## config.mk

```make
export PLATFORM = sky130hd
export DESIGN_NAME = dtpwm_timer
export DESIGN_NICKNAME = d
export VERILOG_FILES = /design/src/rtl/dtpwm_pkg.sv /design/src/rtl/dtpwm_prescaler.sv /design/src/rtl/dtpwm_regs.sv /design/src/rtl/dtpwm_capture.sv /design/src/rtl/dtpwm_core.sv /design/src/rtl/dtpwm_timer.sv
export SDC_FILE = /design/constraint.sdc
export NUM_CORES = 1
export LEC_CHECK = 0
export BUFFER_PORTS_ARGS = -buffer_cell sky130_fd_sc_hd__buf_2
export CAP_MARGIN = 30
export CORE_UTILIZATION = 59
export CTS_BUF_LIST = sky130_fd_sc_hd__clkbuf_8
export DETAILED_ROUTE_END_ITERATION = 10
export MAX_ROUTING_LAYER = met4
export PLACE_DENSITY_LB_ADDON = 0.25
export REMOVE_ABC_BUFFERS = 1
export SLEW_MARGIN = 20
export SYNTH_ARGS = -nofsm -noshare
export SYNTH_HDL_FRONTEND = slang
export SYNTH_SLANG_ARGS = --single-unit
export TNS_END_PERCENT = 100
```

## constraint.sdc

```tcl
create_clock -name clk -period 3.6 [get_ports clk]
set_input_delay 0.18 -clock clk [delete_from_list [all_inputs] [get_ports clk]]
set_output_delay 0.18 -clock clk [all_outputs]
set_load 0.01 [all_outputs]
```

## src/rtl/dtpwm_pkg.sv

```systemverilog
package dtpwm_pkg;
  localparam int ADR_W = 3;
  localparam int BYTE_W = 8;
  localparam logic [ADR_W-1:0] ADR_A_LO = 3'd0;
  localparam logic [ADR_W-1:0] ADR_A_HI = 3'd1;
  localparam logic [ADR_W-1:0] ADR_B_LO = 3'd2;
  localparam logic [ADR_W-1:0] ADR_B_HI = 3'd3;
  localparam logic [ADR_W-1:0] ADR_P_LO = 3'd4;
  localparam logic [ADR_W-1:0] ADR_P_HI = 3'd5;
  localparam logic [ADR_W-1:0] ADR_DEAD = 3'd6;
  localparam logic [ADR_W-1:0] ADR_STAT = 3'd7;

  typedef enum logic [1:0] {
    DT_IDLE,
    DT_RISE,
    DT_FALL
  } dt_phase_t;
endpackage

```

## src/rtl/dtpwm_prescaler.sv

```systemverilog
module dtpwm_prescaler #(
  parameter int PS_W = 3
) (
  input  logic            clk,
  input  logic            rst_n,
  input  logic            run,
  input  logic [PS_W-1:0] sel,
  output logic            tick
);
  logic [PS_W-1:0] div_q;

  assign tick = run && (div_q == sel);

  always_ff @(posedge clk or negedge rst_n) begin
    if (!rst_n) begin
      div_q <= '0;
    end else if (!run || tick) begin
      div_q <= '0;
    end else begin
      div_q <= div_q + 1'b1;
    end
  end
endmodule

```

## src/rtl/dtpwm_regs.sv

```systemverilog
module dtpwm_regs
  import dtpwm_pkg::*;
#(
  parameter int CNT_W = 12,
  parameter int DT_W  = 5
) (
  input  logic             clk,
  input  logic             rst_n,
  input  logic             run,
  input  logic             wr_en,
  input  logic [ADR_W-1:0] addr,
  input  logic [BYTE_W-1:0] wdata,
  output logic [BYTE_W-1:0] rdata,
  input  logic             wrap,
  input  logic             cap_load,
  input  logic [CNT_W-1:0] cap_value,
  output logic [CNT_W-1:0] act_a,
  output logic [CNT_W-1:0] act_b,
  output logic [CNT_W-1:0] act_p,
  output logic [DT_W-1:0]  dead
);
  localparam int HI_W = CNT_W - BYTE_W;

  logic [CNT_W-1:0] soft_a, soft_b, soft_p;
  logic             flag;

  function automatic logic [CNT_W-1:0] put_byte(input logic [CNT_W-1:0] old,
                                                input logic hi,
                                                input logic [BYTE_W-1:0] d);
    logic [CNT_W-1:0] r;
    r = old;
    if (hi) r[CNT_W-1:BYTE_W] = d[HI_W-1:0];
    else    r[BYTE_W-1:0]     = d;
    return r;
  endfunction

  function automatic logic [BYTE_W-1:0] get_byte(input logic [CNT_W-1:0] v,
                                                 input logic hi);
    logic [BYTE_W-1:0] r;
    r = '0;
    if (hi) r[HI_W-1:0] = v[CNT_W-1:BYTE_W];
    else    r           = v[BYTE_W-1:0];
    return r;
  endfunction

  always_ff @(posedge clk or negedge rst_n) begin
    if (!rst_n) begin
      soft_a <= '1;
      soft_b <= '1;
      soft_p <= '1;
      dead   <= '1;
      flag   <= 1'b0;
    end else begin
      if (wr_en) begin
        unique case (addr)
          ADR_A_LO, ADR_A_HI: soft_a <= put_byte(soft_a, addr[0], wdata);
          ADR_B_LO, ADR_B_HI: soft_b <= put_byte(soft_b, addr[0], wdata);
          ADR_P_LO, ADR_P_HI: soft_p <= put_byte(soft_p, addr[0], wdata);
          ADR_DEAD: if (!run) dead <= wdata[DT_W-1:0];
          ADR_STAT: if (wdata[0]) flag <= 1'b0;
          default: ;
        endcase
      end
      if (cap_load) begin
        soft_p <= cap_value;
        flag   <= 1'b1;
      end
    end
  end

  always_ff @(posedge clk or negedge rst_n) begin
    if (!rst_n) begin
      act_a <= '1;
      act_b <= '1;
      act_p <= '1;
    end else if (!run || wrap) begin
      act_a <= soft_a;
      act_b <= soft_b;
      act_p <= soft_p;
    end
  end

  always_comb begin
    rdata = '0;
    unique case (addr)
      ADR_A_LO, ADR_A_HI: rdata = get_byte(soft_a, addr[0]);
      ADR_B_LO, ADR_B_HI: rdata = get_byte(soft_b, addr[0]);
      ADR_P_LO, ADR_P_HI: rdata = get_byte(soft_p, addr[0]);
      ADR_DEAD: rdata[DT_W-1:0] = dead;
      ADR_STAT: rdata[0] = flag;
      default: rdata = '0;
    endcase
  end
endmodule

```

## src/rtl/dtpwm_capture.sv

```systemverilog
module dtpwm_capture (
  input  logic clk,
  input  logic rst_n,
  input  logic pin,
  input  logic fall_sel,
  output logic edge_hit
);
  logic s1, s2, s3;

  always_ff @(posedge clk or negedge rst_n) begin
    if (!rst_n) begin
      s1 <= 1'b0;
      s2 <= 1'b0;
      s3 <= 1'b0;
    end else begin
      s1 <= pin;
      s2 <= s1;
      s3 <= s2;
    end
  end

  assign edge_hit = fall_sel ? (s3 & ~s2) : (s2 & ~s3);
endmodule

```

## src/rtl/dtpwm_core.sv

```systemverilog
module dtpwm_core
  import dtpwm_pkg::*;
#(
  parameter int CNT_W = 12,
  parameter int DT_W  = 5
) (
  input  logic             clk,
  input  logic             rst_n,
  input  logic             run,
  input  logic             cap_mode,
  input  logic             adc_en,
  input  logic             tick,
  input  logic             cap_edge,
  input  logic [CNT_W-1:0] act_a,
  input  logic [CNT_W-1:0] act_b,
  input  logic [CNT_W-1:0] act_p,
  input  logic [DT_W-1:0]  dead,
  output logic             hs1,
  output logic             hs2,
  output logic             hs2_oe,
  output logic             strobe,
  output logic             adc_req,
  output logic [CNT_W-1:0] count,
  output logic             wrap,
  output logic             cap_load,
  output logic [CNT_W-1:0] cap_value
);
  logic [CNT_W-1:0] limit;
  logic             at_lim, at_a, at_b, dead_zero;
  dt_phase_t        phase;
  logic [DT_W-1:0]  dt_cnt;

  assign limit     = cap_mode ? {CNT_W{1'b1}} : act_p;
  assign at_lim    = (count == limit);
  assign at_a      = (count == act_a);
  assign at_b      = (count == act_b);
  assign dead_zero = (dead == '0);
  assign wrap      = tick && at_lim;
  assign hs2_oe    = !cap_mode;
  assign cap_load  = run && cap_mode && cap_edge;
  assign cap_value = count;

  always_ff @(posedge clk or negedge rst_n) begin
    if (!rst_n) begin
      count   <= '0;
      hs1     <= 1'b0;
      hs2     <= 1'b0;
      strobe  <= 1'b0;
      adc_req <= 1'b0;
      phase   <= DT_IDLE;
      dt_cnt  <= '0;
    end else if (!run) begin
      count   <= '0;
      hs1     <= 1'b0;
      hs2     <= 1'b0;
      strobe  <= 1'b0;
      adc_req <= 1'b0;
      phase   <= DT_IDLE;
      dt_cnt  <= '0;
    end else begin
      adc_req <= 1'b0;
      if (tick) begin
        count <= at_lim ? '0 : count + 1'b1;

        if (at_lim) begin
          strobe <= 1'b0;
        end else if (at_b) begin
          strobe  <= 1'b1;
          adc_req <= adc_en;
        end

        if (cap_mode) begin
          hs2   <= 1'b0;
          phase <= DT_IDLE;
          if (at_lim)    hs1 <= 1'b0;
          else if (at_a) hs1 <= 1'b1;
        end else begin
          unique case (phase)
            DT_RISE: begin
              if (dt_cnt == dead) begin
                hs2   <= 1'b1;
                phase <= DT_IDLE;
              end else begin
                dt_cnt <= dt_cnt + 1'b1;
              end
            end
            DT_FALL: begin
              if (dt_cnt == dead) begin
                hs1   <= 1'b0;
                phase <= DT_IDLE;
              end else begin
                dt_cnt <= dt_cnt + 1'b1;
              end
            end
            default: ;
          endcase

          if (at_a && !at_lim) begin
            hs1 <= 1'b1;
            if (dead_zero) begin
              hs2 <= 1'b1;
            end else begin
              phase  <= DT_RISE;
              dt_cnt <= {{(DT_W-1){1'b0}}, 1'b1};
            end
          end

          if (at_lim) begin
            hs2 <= 1'b0;
            if (dead_zero) begin
              hs1 <= 1'b0;
            end else begin
              phase  <= DT_FALL;
              dt_cnt <= {{(DT_W-1){1'b0}}, 1'b1};
            end
          end
        end
      end
    end
  end
endmodule

```

## src/rtl/dtpwm_timer.sv

```systemverilog
module dtpwm_timer
  import dtpwm_pkg::*;
#(
  parameter int CNT_W = 12,
  parameter int DT_W  = 5,
  parameter int PS_W  = 3
) (
  input  logic              clk,
  input  logic              rst_n,
  input  logic              enable,
  input  logic              cap_mode,
  input  logic              cap_fall,
  input  logic              adc_en,
  input  logic [PS_W-1:0]   psel,
  input  logic              wr_en,
  input  logic [ADR_W-1:0]  addr,
  input  logic [BYTE_W-1:0] wdata,
  output logic [BYTE_W-1:0] rdata,
  input  logic              cap_in,
  output logic              hs1_o,
  output logic              hs2_o,
  output logic              hs2_oe,
  output logic              strobe_o,
  output logic              adc_req,
  output logic [CNT_W-1:0]  count_o
);
  logic             tick, wrap, cap_edge, cap_load;
  logic [CNT_W-1:0] act_a, act_b, act_p, cap_value;
  logic [DT_W-1:0]  dead_val;

  dtpwm_prescaler #(.PS_W(PS_W)) u_div (
    .clk(clk), .rst_n(rst_n), .run(enable), .sel(psel), .tick(tick)
  );

  dtpwm_regs #(.CNT_W(CNT_W), .DT_W(DT_W)) u_regs (
    .clk(clk), .rst_n(rst_n), .run(enable), .wr_en(wr_en), .addr(addr),
    .wdata(wdata), .rdata(rdata), .wrap(wrap), .cap_load(cap_load),
    .cap_value(cap_value), .act_a(act_a), .act_b(act_b), .act_p(act_p),
    .dead(dead_val)
  );

  dtpwm_capture u_cap (
    .clk(clk), .rst_n(rst_n), .pin(cap_in), .fall_sel(cap_fall),
    .edge_hit(cap_edge)
  );

  dtpwm_core #(.CNT_W(CNT_W), .DT_W(DT_W)) u_core (
    .clk(clk), .rst_n(rst_n), .run(enable), .cap_mode(cap_mode),
    .adc_en(adc_en), .tick(tick), .cap_edge(cap_edge), .act_a(act_a),
    .act_b(act_b), .act_p(act_p), .dead(dead_val), .hs1(hs1_o),
    .hs2(hs2_o), .hs2_oe(hs2_oe), .strobe(strobe_o), .adc_req(adc_req),
    .count(count_o), .wrap(wrap), .cap_load(cap_load),
    .cap_value(cap_value)
  );
endmodule

```

Word-level counts from Yosys, hierarchy flattened:

Cells that the tools add are included.

* memory bits (read-only): 0
* memories: 0
* word-level logic and storage cells: 150
* flip-flop bits (word level): 107
* latch bits: 0
* bits in writable memories: 0

* $mul: 0
* bitwise logic cells: 6
* multiplexer cells: 68
* order comparisons: 0
* add/subtract/negate cells: 3
* divide/modulo/power cells: 0
* eq/ne operators: 19
* reduce and logical (&&, ||, !) cells: 32
* shifts and indexed selects: 0

Operator list (count)
* 12-bit 2-to-1 mux: 7
* 5-bit 2-to-1 mux: 9
* 12-bit equality test: 3
* 1-bit 2-to-1 mux: 31
* 4-bit 2-to-1 mux: 7
* 3-bit AND reduction: 8
* 2-bit 2-to-1 mux: 9
* 4-bit case mux with 4 select lines: 1
* 12-bit by 1-bit adder with 12-bit output, second input constant: 1
* 3-bit equality test, second input constant: 4
* 2-bit nonzero test: 5
* 3-bit case mux with 3 select lines: 1
* 8-bit 2-to-1 mux: 1
* 2-bit OR reduction: 4
* 3-bit by 2-bit equality test with 1-bit output, second input constant: 2
* 2-bit AND reduction: 3
* 5-bit by 1-bit adder with 5-bit output, second input constant: 1
* 5-bit equality test: 1
* 1-bit logical AND: 5
* 5-bit logical NOT: 1
* 1-bit case mux with 5 select lines: 1
* 2-bit by 1-bit != test with 1-bit output, second input constant: 2
* 4-bit by 2-bit != test with 1-bit output, second input constant: 1
* 1-bit NOT: 4
* other kinds (12): 16

Logic depth before layout (Yosys ltp):

* depth in word-level cells: 10
* depth in mapped cells: 9
* mapped depth without buffers: 7

Cells and area by module:

A second synthesis with hierarchy kept.

* cells, all modules: 504
* area, all modules: 5844.4 µm²

By module, submodules not included
* dtpwm_regs: cells an instance 240, area an instance 3548.4 µm², times used 1, sequential area each 2048.2 µm²
* dtpwm_core: cells an instance 244, area an instance 2034.5 µm², times used 1, sequential area each 575.6 µm²
* dtpwm_prescaler: cells an instance 14, area an instance 163.9 µm², times used 1, sequential area each 75.1 µm²
* dtpwm_capture: cells an instance 6, area an instance 97.6 µm², times used 1, sequential area each 75.1 µm²

Worst setup path before layout:

OpenSTA, ideal clock, no wires.

* path kind: register to register
* from: register u_core.count[7], in the netlist u_core.cap_value[7]
* to: register u_regs.act_p[5]
* arrival time: 2.406 ns
* data required time: 3.515 ns
* setup time: 0.085 ns
* path buffers: 2
* path slack: 1.110 ns
* clock period less this slack: 2.490 ns
* cell stages (with the launch flop): 8
* path through: dfrtp_1 -> clkbuf_1 -> or4_1 -> a32oi_1 -> nand3_2 -> a21oi_4 -> buf_4 -> mux2_1

* cells in the longest elaborated chain, start to end: 3

Ends and longest elaborated chain
* start, declared: RTL line dtpwm_core.sv:23 `output logic [CNT_W-1:0] count,`
* start signal, assigned: RTL line dtpwm_core.sv:63 `count <= at_lim ? '0 : count + 1'b1;`
* 12-bit equality test: RTL line dtpwm_core.sv:34 `assign at_lim = (count == limit);`
* 1-bit logical AND: RTL line dtpwm_core.sv:38 `assign wrap = tick && at_lim;`
* 1-bit logical OR: RTL line dtpwm_regs.sv:76 `end else if (!run || wrap) begin`
* end signal, assigned: RTL line dtpwm_regs.sv:79 `act_p <= soft_p;`
* end, declared: RTL line dtpwm_regs.sv:19 `output logic [CNT_W-1:0] act_p,`

Every way passes these cells.
A chain may end at the register's enable or synchronous reset.

Worst setup path after layout:

* from: register u_core.count[9], in the netlist u_core.cap_value[9]
* to: register u_regs.act_p[10]

The elaborated chain is that of the path after synthesis.

==> metrics.md <==
| Metric | Value |
|---|---|
| Run status | finished, final reports clean |
| Syn Std Cell Area | 5689 um2 |
| Critical path endpoint | u_regs.act_p[10] |
| Crit-path cells | xor2_1 > or4_1 > a32oi_1 > nand3_2 > a21oi_4 > buf_12 > mux2_1 |
| Peak Freq | 0.3572 GHz |
| CTS Hold Buffers Added | 2 |
| CP top delay family | compound AO/OA/AOI/OAI gates |
| Avg Cell Area, Syn | 11.36 um2 |
| Post-synth EDFFs | 0 |
| Root buffer cell | clkbuf_8 |
| Die Y | 100.2 um |
| Setup tns final | 0 ns |
| Cells after Synth | 501 |
| Largest family of logic cells by synthesized area | multiplexers |
| Diode count | 0 |
| Most frequent cells in the layout | dfstp_2 (77), buf_2 (45), nor2_1 (36) |
| Sw frac | 29.46% |
| Cell internal pwr | 2.316 mW |
| CP max stage cell | dfrtp_1 |
| Period utilization | 77.76% |
| Xor/xnor share of the synthesized area | 7.236% |
| Final min period | 2.800 ns |
| Pin count of the biggest net entering global routing | 62 |
| WP depth | 7 |
| Crit Path Class | flip-flop to flip-flop |
| Reg area | 2774 um2 |
| Layout Cells excl Fill | 674 |
| Async S/R FF share, synth | 100.0% |
| Final hold vios | 0 |
| Clock Skews | 0.02105 ns |
| Synth Area in Compound Gates | 8.731% |
| Area grow syn2layout | 10.18% |
| Comb pwr share | 20.6% |
| Critical path buffer and inverter count | 1 |
| Site row count | 35 |
| Total CTS buffers | 9 |
| Clock slew at reported path FFs | 0.10 ns |
| DRT iter0 DRCs | 272 |
| Worst-Margin Slew | 0.9061 ns |
| Post-CTS Setup Bufs | 0 |
| Startpoint types | flip-flop |
| Post-Route WL | 13.29 mm |
| Synth Flop Type | dfstp_2 |
| Reg power frac | 56.5% |
| Multi-input gate area | 2746 um2 |
| HP Class | primary input to flip-flop |
| Placed Cells | 656 |
| Later-pin clock latency in the skew report | 0.38 ns |
| Most common cell after layout, fill and taps aside | dfstp_2 |
| Final nets | 567 |
| Slew margin rel. | 39.31% |
| Hpwl dp | 9.528 mm |
| Worst Path Required | 3.89 ns |
| Worst setup startpoint | u_core.cap_value[9] |
| CTS tree | done |
| Vias in the first global route | 4087 |
| Placer Congestion | 0.9409 |
| Pwr dens | 523.8 nW/um2 |
| Wire length per cell | 19.72 um |
| Initial Utilization | 61.28% |
| GR Util All Layers | 29.62% |
| Port bufs | 46 |
| TritonRoute pass-1 iters | 5 |
| VDD IR max | 0.2976 mV |
| Post-synthesis simple-gate area fraction | 12.51% |
| RSZ-0062 raised after global routing | no |
| Clk pwr share | 22.9% |
| Netlist cell types | 55 |
| Routed Antenna Nets | 0 |
| Worst Setup End Kind | flip-flop |
| Final Power | 3.284 mW |
| Reg2Reg Launch Point | u_core.cap_value[9] |
| Number of max-cap violations | 0 |
| CP peak stage delay | 0.53 ns |
| Crit-path max FO | 36 |
| IO Count | 47 |
| Sequential area share after synthesis | 48.76% |
| Post-synthesis mux area share | 18.61% |
| R2R cell count | 7 |
| Synth warn | 0 |
| Core area | 9284 um2 |
| Cts repair resizes | 0 |
| Number of fillers in the final layout | 738 |
| Data arrival time of the critical path | 3.09 ns |
| Vias per cell | 6.086 |
| Die X | 100.2 um |
| Htree depth | 3 |
| DRC | 0 |
| LEAKAGE | 2.583 nW |
| Worst R2R End | u_regs.act_p[10] |
| Max Slew Vio Count | 0 |
| Seq cells post-synth | 107 |
| Initial antenna violation count | 0 |
| Die area | 10040 um2 |
| R2R Setup Slk | 0.80 ns |
| Final setup fails | 0 |
| GR Overflow Total | 0 |
| First-pass GRT wire length | 21.52 mm |
| Share of post-route cells with drive strength above 1 | 35.41% |
| Clock Sink Count | 107 |
| Post-synthesis adder-cell area fraction | 1.100% |
| Switching power | 0.9673 mW |
| Vias | 4102 |
| Bufs on Longest Clock Path | 2 |
[metal layers]
metal	vias to the layer above	routed length [um]	global-route usage (%)
met2	133	6535	47.73
met1	2066	5808	38.34
met5	-	0	-
li1	1881	-	-
met3	22	643	5.362
met4	0	303	9.253
[synth_stat cells (3+ instances only)]
library cell	instances	share of area, %
dfstp_2	77	36
nor2_1	36	2.4
mux2_2	35	6.9
xnor2_1	35	5.4
nand2_1	34	2.2
mux2_1	31	6.1
dfrtp_1	30	13
mux2i_1	18	3.2
a21oi_1	16	1.4
clkbuf_1	15	0.99
o21ai_0	15	1.3
nand4_1	13	1.4
nand3_1	12	1.1
xor2_1	12	1.8
and3_1	11	1.2
nor3_1	11	0.97
buf_2	7	0.62
inv_1	7	0.46
mux4_2	6	2.4
a21o_1	5	0.66
ha_1	5	1.1
and2_1	4	0.44
buf_1	4	0.26
o211ai_1	4	0.53
a22oi_1	3	0.40
buf_6	3	0.59
nor4_1	3	0.33
o2111ai_1	3	0.46
o221ai_1	3	0.46
o31ai_1	3	0.40
or3_1	3	0.33
[worst register-to-register path: stages, from the launching register on]
cell and delay (ns):
dfrtp_1 0.53, xor2_1 0.21, or4_1 0.44, a32oi_1 0.30
nand3_2 0.22, a21oi_4 0.38, buf_12 0.27, mux2_1 0.38
[final cells by class]
class                           instances  share of cell area, %
Tap cell                              129                  2.575
Multi-Input combinational cell        357                  43.81
Clock buffer                            9                  1.976
Inverter                                7                 0.4192
Timing Repair Buffer                   58                  5.749
Sequential cell                       107                  44.25
Clock inverter                          7                  1.218
[power by group through the flow]
| stage | registers, mW | logic, mW | clock network (mW) |
|---|---|---|---|
| 2_1_floorplan | 1.78 | 0.502 | 0 |
| 3_3_place_gp | 1.86 | 0.647 | 0 |
| 3_5_place_dp | 1.87 | 0.675 | 0 |
| 4_1_cts | 1.85 | 0.681 | 0.772 |
| 5_1_grt | 1.89 | 0.748 | 0.808 |
| 6_report | 1.86 | 0.676 | 0.751 |
[cell families (layout without fill, tap and decap cells)]
logic type	Yosys count	count (layout)
flops	107	107
simple gates	143	143
compound gates	72	72
buf+inv	37	81
xor+xnor	47	47
fa+ha+maj	5	5
mux	90	90
[state kept, by name, indices dropped and copies added (netlist names)]
| signal | cells |
|---|---|
| u_core.dt_cnt | 5 |
| u_core.hs2 | 1 |
| u_regs.flag | 1 |
| u_regs.dead | 5 |
| u_core.hs1 | 1 |
| u_core.adc_req | 1 |
| u_div.div_q | 3 |
| u_regs.soft_p | 12 |
| u_core.phase | 2 |
| u_cap.s2 | 1 |
| u_regs.soft_a | 12 |
| u_core.strobe | 1 |
| u_regs.soft_b | 12 |
| u_regs.act_a | 12 |
| u_regs.act_b | 12 |
| u_cap.s1 | 1 |
| u_core.cap_value | 12 |
| u_cap.s3 | 1 |
| u_regs.act_p | 12 |
[through the flow]
step	cell area, um2	util (%)	setup WS (ns)	hold slack [ns]
6_report	6269	67.52	0.8005	0.04179
5_1_grt	6269	67.52	0.6773	0.04832
4_1_cts	6269	67.52	0.8140	0.01821
3_5_place_dp	6048	65.15	0.8605	0.1176
3_3_place_gp	6021	64.85	0.9187	0.2886
2_1_floorplan	5542	-	0.7547	-0.1156
[how the worst min path moves through the flow]
stage	from	endpoint	slack (ns)	cells past startpoint
4_1_cts	adc_en	u_core.adc_req	0.02	2
6_report	adc_en	u_core.adc_req	0.04	2
3_5_place_dp	rst_n	u_core.cap_value[8]	0.12	1
5_1_grt	adc_en	u_core.adc_req	0.05	2
2_1_floorplan	rst_n	u_cap.s1	-0.12	0
3_3_place_gp	cap_in	u_cap.s1	0.29	1
(Power assumes the default switching activity.)
